<file path="src/rtl/ser_ctl_pkg.sv">
package ser_ctl_pkg;
   localparam int SEL_W = 2;

   typedef enum logic [SEL_W-1:0] {
      SEL_N_HI = 2'b00,
      SEL_N_LO = 2'b01,
      SEL_REF  = 2'b10,
      SEL_SKIP = 2'b11
   } sel_e;
endpackage

</file>
<file path="src/rtl/ser_sync.sv">
module ser_sync #(
   parameter int WIDTH  = 3,
   parameter int STAGES = 2
) (
   input  logic             clk,
   input  logic             rst_n,
   input  logic [WIDTH-1:0] d,
   output logic [WIDTH-1:0] q
);
   generate
      if (STAGES == 0) begin : g_pass
         assign q = d;
      end else begin : g_chain
         logic [WIDTH-1:0] stg [STAGES];
         always_ff @(posedge clk or negedge rst_n) begin
            if (!rst_n) begin
               for (int i = 0; i < STAGES; i++) stg[i] <= '0;
            end else begin
               stg[0] <= d;
               for (int i = 1; i < STAGES; i++) stg[i] <= stg[i-1];
            end
         end
         assign q = stg[STAGES-1];
      end
   endgenerate
endmodule

</file>
<file path="src/rtl/ser_shift_in.sv">
module ser_shift_in #(
   parameter int WORD_W      = 19,
   parameter int SYNC_STAGES = 2
) (
   input  logic              clk,
   input  logic              rst_n,
   input  logic              ser_clk,
   input  logic              ser_dat,
   input  logic              ser_le,
   output logic [WORD_W-1:0] word,
   output logic              load
);
   logic s_clk, s_dat, s_le;
   logic clk_d, le_d;
   logic [WORD_W-1:0] sr_q;
   logic load_q;
   logic sclk_rise, le_rise;

   ser_sync #(.WIDTH(3), .STAGES(SYNC_STAGES)) u_sync (
      .clk  (clk),
      .rst_n(rst_n),
      .d    ({ser_clk, ser_dat, ser_le}),
      .q    ({s_clk, s_dat, s_le})
   );

   assign sclk_rise = s_clk & ~clk_d;
   assign le_rise   = s_le & ~le_d;

   always_ff @(posedge clk or negedge rst_n) begin
      if (!rst_n) begin
         clk_d  <= 1'b0;
         le_d   <= 1'b0;
         sr_q   <= '0;
         load_q <= 1'b0;
      end else begin
         clk_d  <= s_clk;
         le_d   <= s_le;
         load_q <= le_rise;
         if (sclk_rise && !s_le) sr_q <= {sr_q[WORD_W-2:0], s_dat};
      end
   end

   assign word = sr_q;
   assign load = load_q;

   // strobe high freezes the shift register
   assert_sr_frozen_R6: assert property (@(posedge clk) disable iff (!rst_n)
      s_le |=> $stable(sr_q));
   // one transfer per strobe
   assert_load_single_R6: assert property (@(posedge clk) disable iff (!rst_n)
      load_q |=> !load_q);
endmodule

</file>
<file path="src/rtl/ser_latch_bank.sv">
module ser_latch_bank
   import ser_ctl_pkg::*;
#(
   parameter int N_W   = 17,
   parameter int R_W   = 11,
   parameter int R_MIN = 5,
   localparam int WORD_W = N_W + SEL_W
) (
   input  logic              clk,
   input  logic              rst_n,
   input  logic [WORD_W-1:0] word,
   input  logic              load,
   output logic [N_W-1:0]    n_hi,
   output logic [N_W-1:0]    n_lo,
   output logic [R_W-1:0]    r_div,
   output logic              pwr_hi,
   output logic              pwr_lo
);
   localparam logic [R_W-1:0] R_FLOOR = R_W'(R_MIN);
   localparam int PWR_HI_BIT = SEL_W + R_W;
   localparam int PWR_LO_BIT = SEL_W + R_W + 1;

   sel_e             sel;
   logic [N_W-1:0]   n_fld;
   logic [R_W-1:0]   r_fld, r_clamped;
   logic [N_W-1:0]   n_hi_q, n_lo_q;
   logic [R_W-1:0]   r_q;
   logic             ph_q, pl_q;

   assign sel       = sel_e'(word[SEL_W-1:0]);
   assign n_fld     = word[SEL_W+N_W-1:SEL_W];
   assign r_fld     = word[SEL_W+R_W-1:SEL_W];
   assign r_clamped = (r_fld < R_FLOOR) ? R_FLOOR : r_fld;

   always_ff @(posedge clk or negedge rst_n) begin
      if (!rst_n) begin
         n_hi_q <= '0;
         n_lo_q <= '0;
         r_q    <= R_FLOOR;
         ph_q   <= 1'b1;
         pl_q   <= 1'b1;
      end else if (load) begin
         case (sel)
            SEL_N_HI: n_hi_q <= n_fld;
            SEL_N_LO: n_lo_q <= n_fld;
            SEL_REF: begin
               r_q  <= r_clamped;
               ph_q <= word[PWR_HI_BIT];
               pl_q <= word[PWR_LO_BIT];
            end
            default: ;
         endcase
      end
   end

   assign n_hi   = n_hi_q;
   assign n_lo   = n_lo_q;
   assign r_div  = r_q;
   assign pwr_hi = ph_q;
   assign pwr_lo = pl_q;

   assert_r_floor_R7: assert property (@(posedge clk) disable iff (!rst_n)
      r_q >= R_FLOOR);
   assert_skip_noop_R5: assert property (@(posedge clk) disable iff (!rst_n)
      (load && sel == SEL_SKIP) |=> ($stable(n_hi_q) && $stable(n_lo_q) &&
                                     $stable(r_q) && $stable(ph_q) && $stable(pl_q)));
   assert_hi_only_R2: assert property (@(posedge clk) disable iff (!rst_n)
      (load && sel == SEL_N_HI) |=> ($stable(n_lo_q) && $stable(r_q)));
endmodule

</file>
<file path="src/rtl/ref_divider.sv">
module ref_divider #(
   parameter int R_W = 11
) (
   input  logic           clk,
   input  logic           rst_n,
   input  logic [R_W-1:0] r_div,
   output logic           ref_pulse
);
   logic [R_W-1:0] cnt_q;
   logic           pulse_q;

   always_ff @(posedge clk or negedge rst_n) begin
      if (!rst_n) begin
         cnt_q   <= '0;
         pulse_q <= 1'b0;
      end else if (cnt_q == '0) begin
         cnt_q   <= r_div - 1'b1;
         pulse_q <= 1'b1;
      end else begin
         cnt_q   <= cnt_q - 1'b1;
         pulse_q <= 1'b0;
      end
   end

   assign ref_pulse = pulse_q;

   assert_reload_R9: assert property (@(posedge clk) disable iff (!rst_n)
      (cnt_q == '0) |=> (cnt_q == $past(r_div) - 1'b1));
   assert_gap_R8: assert property (@(posedge clk) disable iff (!rst_n)
      pulse_q |=> !pulse_q);
endmodule

</file>
<file path="src/rtl/pll_serial_ctl.sv">
module pll_serial_ctl
   import ser_ctl_pkg::*;
#(
   parameter int N_W         = 17,
   parameter int R_W         = 11,
   parameter int R_MIN       = 5,
   parameter int SYNC_STAGES = 2
) (
   input  logic           clk,
   input  logic           rst_n,
   input  logic           ser_clk,
   input  logic           ser_dat,
   input  logic           ser_le,
   input  logic           run_hi,
   input  logic           run_lo,
   output logic [N_W-1:0] n_hi,
   output logic [N_W-1:0] n_lo,
   output logic [R_W-1:0] r_div,
   output logic           en_hi,
   output logic           en_lo,
   output logic           ref_pulse
);
   localparam int WORD_W = N_W + SEL_W;

   generate
      if (R_W + 2 > N_W) begin : g_err_fields
         $error("reference field plus power bits must fit in the divider field");
      end
      if (R_MIN < 2 || R_MIN >= (1 << R_W)) begin : g_err_rmin
         $error("R_MIN must lie between 2 and the largest ratio");
      end
      if (SYNC_STAGES > 3) begin : g_err_sync
         $error("SYNC_STAGES above 3 is not supported");
      end
   endgenerate

   logic [WORD_W-1:0] word;
   logic              load;
   logic              pwr_hi, pwr_lo;

   ser_shift_in #(.WORD_W(WORD_W), .SYNC_STAGES(SYNC_STAGES)) u_shift (
      .clk    (clk),
      .rst_n  (rst_n),
      .ser_clk(ser_clk),
      .ser_dat(ser_dat),
      .ser_le (ser_le),
      .word   (word),
      .load   (load)
   );

   ser_latch_bank #(.N_W(N_W), .R_W(R_W), .R_MIN(R_MIN)) u_bank (
      .clk   (clk),
      .rst_n (rst_n),
      .word  (word),
      .load  (load),
      .n_hi  (n_hi),
      .n_lo  (n_lo),
      .r_div (r_div),
      .pwr_hi(pwr_hi),
      .pwr_lo(pwr_lo)
   );

   ref_divider #(.R_W(R_W)) u_ref (
      .clk      (clk),
      .rst_n    (rst_n),
      .r_div    (r_div),
      .ref_pulse(ref_pulse)
   );

   assign en_hi = run_hi & pwr_hi;
   assign en_lo = run_lo & pwr_lo;

   assert_gate_hi_R10: assert property (@(posedge clk) disable iff (!rst_n)
      !run_hi |-> !en_hi);
   assert_gate_lo_R10: assert property (@(posedge clk) disable iff (!rst_n)
      !run_lo |-> !en_lo);
endmodule

</file>
<file path="config.mk">
export PLATFORM = sky130hd
export DESIGN_NAME = pll_serial_ctl
export DESIGN_NICKNAME = d
export VERILOG_FILES = /design/src/rtl/ser_ctl_pkg.sv /design/src/rtl/ser_sync.sv /design/src/rtl/ser_shift_in.sv /design/src/rtl/ser_latch_bank.sv /design/src/rtl/ref_divider.sv /design/src/rtl/pll_serial_ctl.sv
export SDC_FILE = /design/constraint.sdc
export NUM_CORES = 1
export LEC_CHECK = 0
export ABC_AREA = 1
export CAP_MARGIN = 20
export CORE_ASPECT_RATIO = 0.6
export CORE_MARGIN = 1
export CORE_UTILIZATION = 45
export DETAILED_ROUTE_END_ITERATION = 10
export PLACE_DENSITY = 0.76
export SLEW_MARGIN = 20
export SYNTH_ARGS = -nofsm -noshare
export SYNTH_HDL_FRONTEND = slang
export SYNTH_SLANG_ARGS = --single-unit
</file>
<file path="constraint.sdc">
create_clock -name clk -period 2.3 [get_ports clk]
set_clock_uncertainty 0.15 [all_clocks]
set_input_delay 0.23 -clock clk [delete_from_list [all_inputs] [get_ports clk]]
set_output_delay 0.23 -clock clk [all_outputs]
set_load 0.03 [all_outputs]
</file>
# Yosys cells after proc, flatten, opt, wreduce, memory -nomap -nowiden
# Cells that the tools add are included.
[word_totals] reg_bits=87 latch_bits=0 mem_bits_rw=0 mem_bits_ro=0 out_inout_bits=48 word_cells=34 n_memories=0
[op_classes] addsub=2 n_mul=0 div_mod_pow=0 order_cmp=1 n_eq_ne=2 shift=0 muxes=3 bitwise=6 n_reduce_logical=7
[op_table] operator="2-to-1 mux 11 bit" count=2
[op_table] operator="subtractor 11 x 1 -> 11 bit (second input constant)" count=2
[op_table] operator="zero test 11 bit" count=1
[op_table] operator="less-than comparator 11 x 3 -> 1 bit (second input constant)" count=1
[op_table] operator="AND reduction 2 bit" count=3
[op_table] operator="bitwise AND 1 bit" count=4
[op_table] operator="equality test 2 x 1 -> 1 bit (second input constant)" count=1
[op_table] operator="equality test 2 bit (second input constant)" count=1
[op_table] operator="zero test 2 bit" count=1
[op_table] operator="NOT 1 bit" count=2
[op_table] operator="logical AND 1 bit" count=1
[op_table] operator="zero test 1 bit" count=1
[op_table] operator="2-to-1 mux 1 bit" count=1

# Depth between registers and ports, before layout
# Gate-level depths: netlist (run 1).
[depth] depth_word=3 mapped_depth=11 depth_no_buf=11

# By module
# From an unflattened synthesis (run 1), not the netlist that was laid out.
[unflattened] hier_cells=416 hier_area_um2=3961.3
[by_module_without_submodules] module="ser_latch_bank" instances=1 cells_each=188 area_each_um2=1904.3 seq_area_each_um2=1181.1
[by_module_without_submodules] module="ref_divider" instances=1 cells_each=125 area_each_um2=937.1 seq_area_each_um2=300.3
[by_module_without_submodules] module="ser_shift_in" instances=1 cells_each=90 area_each_um2=932.1 seq_area_each_um2=550.5
[by_module_without_submodules] module="ser_sync" instances=1 cells_each=9 area_each_um2=172.7 seq_area_each_um2=150.1
[by_module_without_submodules] module="pll_serial_ctl" instances=1 cells_each=4 area_each_um2=15.0 seq_area_each_um2=0.0

# Least setup slack after synthesis (run 1)
# Ideal clock, no wire load.
[synth_timing] path_kind="register to register" startpoint="register u_ref.cnt_q[4]" endpoint="register u_ref.cnt_q[6]" setup_time_ns=0.123 t_arrival_ns=1.544 required_ns=2.027 setup_slack_ns=0.483 path_stages_with_launch=11 period_less_slack_ns=1.817 path_cell_list="dfrtp_1 nor2_2 nand2_2 nor2_4 nand2_2 nand2_1 nand2_1 ha_1 nand2_1 nor2_2 xor2_1"
[synth_via] elab_chain_len=2
[synth_lines] item="from (decl)" line_no="ref_divider.sv:9" source="logic [R_W-1:0] cnt_q;"
[synth_lines] item="from (signal assigned)" line_no="ref_divider.sv:17" source="cnt_q <= r_div - 1'b1;"
[synth_lines] item="from (signal assigned)" line_no="ref_divider.sv:20" source="cnt_q <= cnt_q - 1'b1;"
[synth_lines] item="subtractor 11 x 1 -> 11 bit / zero test 11 bit (equally long branches)" line_no="ref_divider.sv:20, ref_divider.sv:16"
[synth_lines] item="2-to-1 mux 11 bit *" line_no="ref_divider.sv:16" source="end else if (cnt_q == '0) begin"
# Every way passes the cells marked *; elsewhere a longest branch is shown, timed or not.
# A chain may end at the register's enable or synchronous reset.

# Final worst setup path (run 1)
[layout_timing] startpoint="register u_ref.cnt_q[1]" endpoint="register u_ref.cnt_q[6]"
# Same word-level chain as after synthesis.

==> flow_summary.json, run 1 <==
{
  "status": "finished clean",
  "min_path_cells": 1,
  "end_kind": "flop",
  "grt_pass1_wl_mm": 13.12,
  "min_from": "ser_clk",
  "syn_avg_cell_area_um2": 9.214,
  "synthesis.area_um2": 3566,
  "synth_warnings": 0,
  "synth_flop_cell": "dfrtp_1",
  "yosys-top-cells-area": "dfrtp_1 58%, nand2_1 11%, o21ai_0 9.5%",
  "async_flop_share": 1.000,
  "layout.nets": 455,
  "start_util": 0.4769,
  "cts-htree-levels": 3,
  "num_rows": 24,
  "synth_seq_area_share": 0.6119,
  "ff2ff_path_depth": 10,
  "die_area_um2": 8296,
  "synth_most_common_cell": "nand2_1",
  "whs_endpoint": "u_shift.u_sync.g_chain.stg[5]",
  "drtPass1Iterations": 6,
  "cts.sinks": 87,
  "overflow": 0,
  "diodes": 0,
  "cp_max_fo": 9,
  "p_leak_nw": 2.111,
  "r2r_end": "u_ref.cnt_q[6]",
  "r2r-start": "u_ref.cnt_q[1]",
  "ant_nets": 0,
  "max_freq_mhz": 475.3,
  "gr-usage-all-layers": 0.2134,
  "clk-insertion-delay-late_ns": 0.34,
  "io_pins": 55,
  "tightest_slew_ns": 0.6675,
  "area_delta_synth_final_pct": 27.97,
  "cts_root_buf": "clkbuf_16",
  "drv_cap": 0,
  "ys_ff_latch": 87,
  "cts_buffers": 9,
  "clockBufferDepth": 2,
  "vias_per_cell": 4.989,
  "critical_path_class": "reg -> reg",
  "synth_top_area_frac": 0.5825,
  "critPathLaunch": "u_ref.cnt_q[1]",
  "netlist_instances": 387,
  "wl_mm": 7.828,
  "cts_tree": "yes",
  "drc_errors": 0,
  "routedWlPerCell_um": 14.08,
  "fin_tns_setup_ns": 0,
  "antenna_found_initial": 0,
  "cellPowerDensity_nw_per_um2": 871.9,
  "min_period_ns": 2.104,
  "setup_viol": 0,
  "slew_viol_final": 0,
  "drive_gt1_frac": 0.1040,
  "synth_edf_count": 0,
  "dr.first_iter.drc_count": 228,
  "rsz0062_at_grt": "false",
  "slew_headroom": 0.5537,
  "vias": 2774,
  "clk_pin_slew_ns": 0.06,
  "yosys-top-cells-count": "103 x nand2_1, 83 x dfrtp_1, 68 x o21ai_0",
  "post-route-period-util": 0.9147,
  "ff2ff_setup_slack_ns": 0.20,
  "hold_class": "in -> reg",
  "grt_start_max_net_pins": 39,
  "peakVddDrop_mv": 0.3479,
  "place_ws_ns": 0.1828,
  "crit_required_ns": 2.37,
  "place_congestion": 0.8202,
  "hpwlAfterDp_mm": 5.570,
  "port_buffers": 54,
  "yosysUniqueCellTypes": 22,
  "grt_pass1_vias": 2674,
  "syn_nets": 395,
  "die_width_um": 116.9,
  "worst_slack_ns": 0.1962,
  "cts_setup_buffers": 0,
  "die_h_um": 70.96,
  "coreArea_um2": 7477,
  "synth_top_cell_by_area": "dfrtp_1",
  "cp_data_arrival_time_ns": 2.17,
  "hold_viol_final": 0,
  "start_kind": "flop"
}
-- logic make-up after synthesis --
group | count (synthesis) | share of synthesized area
flops | 87 | 0.6119
buf+inv | 61 | 0.06842
simple gates | 162 | 0.2039
compound gates | 71 | 0.1000
fa+ha+maj | 1 | 0.003508
xor+xnor | 5 | 0.01228
-- per-layer routing --
metal	routed length, um	GRT usage	share of wire	up-vias
li1	-	-	-	1332
met1	3753	0.3078	0.48	1333
met2	3391	0.3057	0.43	96
met3	585	0.07284	0.075	13
met4	97	0.06329	0.012	0
met5	0	0	0	-
-- power breakdown --
group / internal [W] / switching, W / total [W]
Sequential: 0.00169 / 0.000100 / 0.00179
Clock: 0.000930 / 0.000543 / 0.00147
Combinational: 0.000268 / 0.000445 / 0.000713
Total: 0.00289 / 0.00109 / 0.00398
-- critical path, stage by stage, from the launching register on --
cell and delay (ns):
dfrtp_1 0.38, nor2_1 0.12, nand2_1 0.10, nor2_4 0.21, nand2_2 0.19, nand2_1 0.10
nand2_1 0.12, ha_1 0.28, nand2_2 0.16, nor2_2 0.05, xor2_1 0.13
-- cells in the final DEF (no fill, tap or decap), drive strengths merged --
master,synthesis,routed
o21ai,68,68
clkbuf,12,14
ha,1,1
dfrtp,83,83
nand4,2,2
nor2,25,25
a31oi,1,1
nand2,110,110
nand3b,5,5
clkdlybuf4s50,0,53
nand3,20,20
xor2,5,5
dlygate4sd3,0,1
inv,47,47
dfstp,4,4
bufinv,0,1
a21oi,2,2
buf,2,9
clkinvlp,0,1
-- flip-flops by register name, indices dropped and copies added, names as in the netlist --
register and cells:
u_shift.load 1, u_shift.u_sync.q 3, u_bank.n_hi 17, u_bank.pwr_lo 1, u_shift.clk_d 1, u_ref.ref_pulse 1, u_bank.r_div 11, u_shift.le_d 1
u_shift.word 19, u_shift.u_sync.g_chain.stg 3, u_bank.n_lo 17, u_bank.pwr_hi 1, u_ref.cnt_q 11
-- timing repair --
| item | CTS | global route |
|---|---|---|
| endpoints found under the setup margin | 0 | 2 |
| hold buffers | 1 | 0 |
| hold endpoints to repair | 32 | 0 |
| gates resized for setup | 0 | 1 |
-- through the flow --
stage | instances | hold WS (ns) | area, um^2 | utilization | power (W)
floorplan | 387 | -0.2156 | 3566 | - | 0.002199
global placement | 539 | 0.06096 | 4239 | 0.5669 | 0.002509
detailed placement | 539 | 0.05948 | 4239 | 0.5669 | 0.002537
CTS | 556 | 0.1836 | 4561 | 0.6099 | 0.004013
global route | 556 | 0.1946 | 4563 | 0.6103 | 0.004163
finish | 556 | 0.1917 | 4563 | 0.6103 | 0.003979
-- worst max-delay path by stage --
stage	end	slack [ns]	cells past startpoint
2_1_floorplan	u_ref.cnt_q[6]	0.48	10
3_3_place_gp	u_ref.cnt_q[6]	0.30	10
3_5_place_dp	u_ref.cnt_q[6]	0.18	10
4_1_cts	u_ref.cnt_q[6]	0.16	10
5_1_grt	u_ref.cnt_q[6]	0.02	10
6_report	u_ref.cnt_q[6]	0.20	10
-- area by class of cell --
class	count	area [um^2]
timing repair buffer	63	620.6
fill	623	2914
clock buffer	14	274.0
clock inverter	2	37.54
sequential	87	2182
multi-input combinational	239	1142
tap	104	130.1
inverter	47	176.4
Power figures use the tool's default switching activity.
==> run 2: changes to the inputs <==
--- a/config.mk
+++ b/config.mk
@@ -11,7 +11,8 @@
 export CORE_MARGIN = 1
 export CORE_UTILIZATION = 45
 export DETAILED_ROUTE_END_ITERATION = 10
-export PLACE_DENSITY = 0.76
+export DONT_BUFFER_PORTS = 1
+export PLACE_DENSITY = 0.67
 export SLEW_MARGIN = 20
 export SYNTH_ARGS = -nofsm -noshare
 export SYNTH_HDL_FRONTEND = slang
==> run 2 against run 1 <==
  * The run now ends with hold timing left
  * Critical path depth unchanged
  * Sequential power increased by 12%
  * Count of clock-buffer cells in the layout shrank 2
  * Maximum frequency grew 1.6%
  * Via count shrank 7.1%
  * Clock power grew 4%
==> flow_summary.json, run 2 (same netlist as run 1, synthesis figures left out) <==
{
  "setup_viol": 0,
  "clockBufferDepth": 2,
  "layout.nets": 405,
  "drv_cap": 0,
  "p_seq_frac": 0.528,
  "cts_buffers": 9,
  "cts.sinks": 87,
  "ff2ff_setup_slack_ns": 0.23,
  "vias_per_cell": 5.095,
  "start_util": 0.4769,
  "max_freq_mhz": 483.2,
  "diodes": 0,
  "hold_viol_final": 87,
  "die_width_um": 116.9,
  "place_congestion": 0.8677,
  "cts_hold_buf": 3,
  "violations": "hold timing",
  "coreArea_um2": 7477,
  "vias": 2578,
  "dr.first_iter.drc_count": 224,
  "cp_data_arrival_time_ns": 2.14,
  "combPwrFrac": 0.070,
  "r2r_end": "u_ref.cnt_q[6]",
  "cts-htree-levels": 3,
  "area_delta_synth_final_pct": 13.65,
  "gr-usage-all-layers": 0.2067,
  "end_kind": "flop",
  "post-route-period-util": 0.8998,
  "ant_nets": 0,
  "critical_path_class": "reg -> reg",
  "antenna_found_initial": 0,
  "slew_headroom": 0.6651,
  "r2r-start": "u_ref.cnt_q[8]",
  "cts_tree": "yes",
  "cp_max_fo": 9,
  "wl_mm": 7.735,
  "layout_commonest_cell": "nand2_1",
  "status": "finished with violations",
  "rsz0062_at_grt": "false",
  "final_cell_mix": "103 x nand2_1, 83 x dfrtp_1, 68 x o21ai_0",
  "p_leak_nw": 1.940,
  "slew_viol_final": 0,
  "swShare": 0.2745,
  "clk-insertion-delay-late_ns": 0.34,
  "clk_pin_slew_ns": 0.06,
  "hold_class": "in -> async",
  "crit_required_ns": 2.37,
  "p_sw_w": 0.001044,
  "start_kind": "flop",
  "fin_util": 0.5420,
  "whs_ns": -0.5633,
  "peakVddDrop_mv": 0.4217,
  "num_rows": 24,
  "io_pins": 55,
  "ff2ff_path_depth": 10,
  "grt_start_max_net_pins": 88,
  "min_period_ns": 2.070,
  "fin_tns_setup_ns": 0,
  "die_area_um2": 8296,
  "cellPowerDensity_nw_per_um2": 938.6,
  "grt_pass1_wl_mm": 12.52,
  "drtPass1Iterations": 5,
  "grt_pass1_vias": 2456,
  "p_int_w": 0.002760,
  "dpl.cell_count": 483,
  "clockPowerShare": 0.403,
  "tightest_slew_ns": 0.5010,
  "drive_gt1_frac": 0.1194,
  "overflow": 0,
  "drc_errors": 0,
  "stdcell_count": 506,
  "nFillCells": 670,
  "cts_root_buf": "clkbuf_16",
  "port_buffers": 0,
  "die_h_um": 70.96,
  "hpwlAfterDp_mm": 5.453,
  "largest_reg_flops": 19,
  "routedWlPerCell_um": 15.29
}
==> run 2: changes by cell type in the layout (fill, tap and decap cells not counted), sizes merged <==
cell           previous run  this run
clkinvlp                  1         0
clkinv                    0         2
dlygate4sd3               1         3
clkdlybuf4s50            53         0
bufinv                    1         2
buf                       9        10
clkbuf                   14        12
==> run 2: layer usage <==
metal  vias to the layer above  global-route usage  wire length [um]
li1                       1246                   -                 -
met1                      1221              0.2998              3746
met2                        98              0.2735              3185
met3                        13             0.09254               703
met4                         0             0.06751               100
met5                         -                   0                 0
==> run 2: stage by stage <==
stage	setup WS, ns	power (W)	hold WS (ns)	area [um^2]
finish	0.2304	0.003804	-0.5633	4053
global route	0.03753	0.003975	-0.5884	4053
CTS	0.1657	0.003859	-0.5866	4020
detailed placement	0.1733	0.002300	-0.2134	3674
global placement	0.3031	0.002283	-0.2127	3674
floorplan	0.4826	0.002199	-0.2156	3566
==> run 2: power groups by stage <==
stage | Sequential, W | Combinational, W | Clock, W
finish | 0.00201 | 0.000266 | 0.00153
global route | 0.00203 | 0.000315 | 0.00163
CTS | 0.00201 | 0.000270 | 0.00158
detailed placement | 0.00204 | 0.000264 | 0
global placement | 0.00203 | 0.000255 | 0
floorplan | 0.00200 | 0.000200 | 0
==> run 2: worst max-delay path by stage <==
stage	start	end	slack [ns]	cells after the start
3_5_place_dp	u_ref.cnt_q[1]	u_ref.cnt_q[6]	0.17	10
5_1_grt	u_ref.cnt_q[8]	u_ref.cnt_q[6]	0.04	10
6_report	u_ref.cnt_q[8]	u_ref.cnt_q[6]	0.23	10
3_3_place_gp	u_ref.cnt_q[8]	u_ref.cnt_q[6]	0.30	10
2_1_floorplan	u_ref.cnt_q[4]	u_ref.cnt_q[6]	0.48	10
4_1_cts	u_ref.cnt_q[1]	u_ref.cnt_q[6]	0.17	10
==> run 2: area by class of cell <==
| type | count | area, um^2 | area share |
|---|---|---|---|
| clock buffer | 12 | 246.5 | 0.06082 |
| clock inverter | 4 | 70.07 | 0.01729 |
| inverter | 47 | 176.4 | 0.04353 |
| multi-input combinational | 239 | 1142 | 0.2819 |
| sequential | 87 | 2182 | 0.5384 |
| tap | 104 | 130.1 | 0.03211 |
| timing repair buffer | 13 | 105.1 | 0.02593 |
==> run 2: what timing repair did <==
action,in CTS,in global routing
resized for setup,0,1
endpoints found under the hold margin,90,87
setup buffers,0,4
endpoints found under the setup margin,0,2
==> run 2: worst max-delay path, cell delays in order, from the launching register on <==
cell	delay, ns
dfrtp_1	0.39
nor2_1	0.11
nand2_1	0.09
nor2_4	0.20
nand2_2	0.17
nand2_1	0.11
nand2_1	0.14
ha_2	0.26
nand2_1	0.16
nor2_2	0.05
xor2_1	0.13
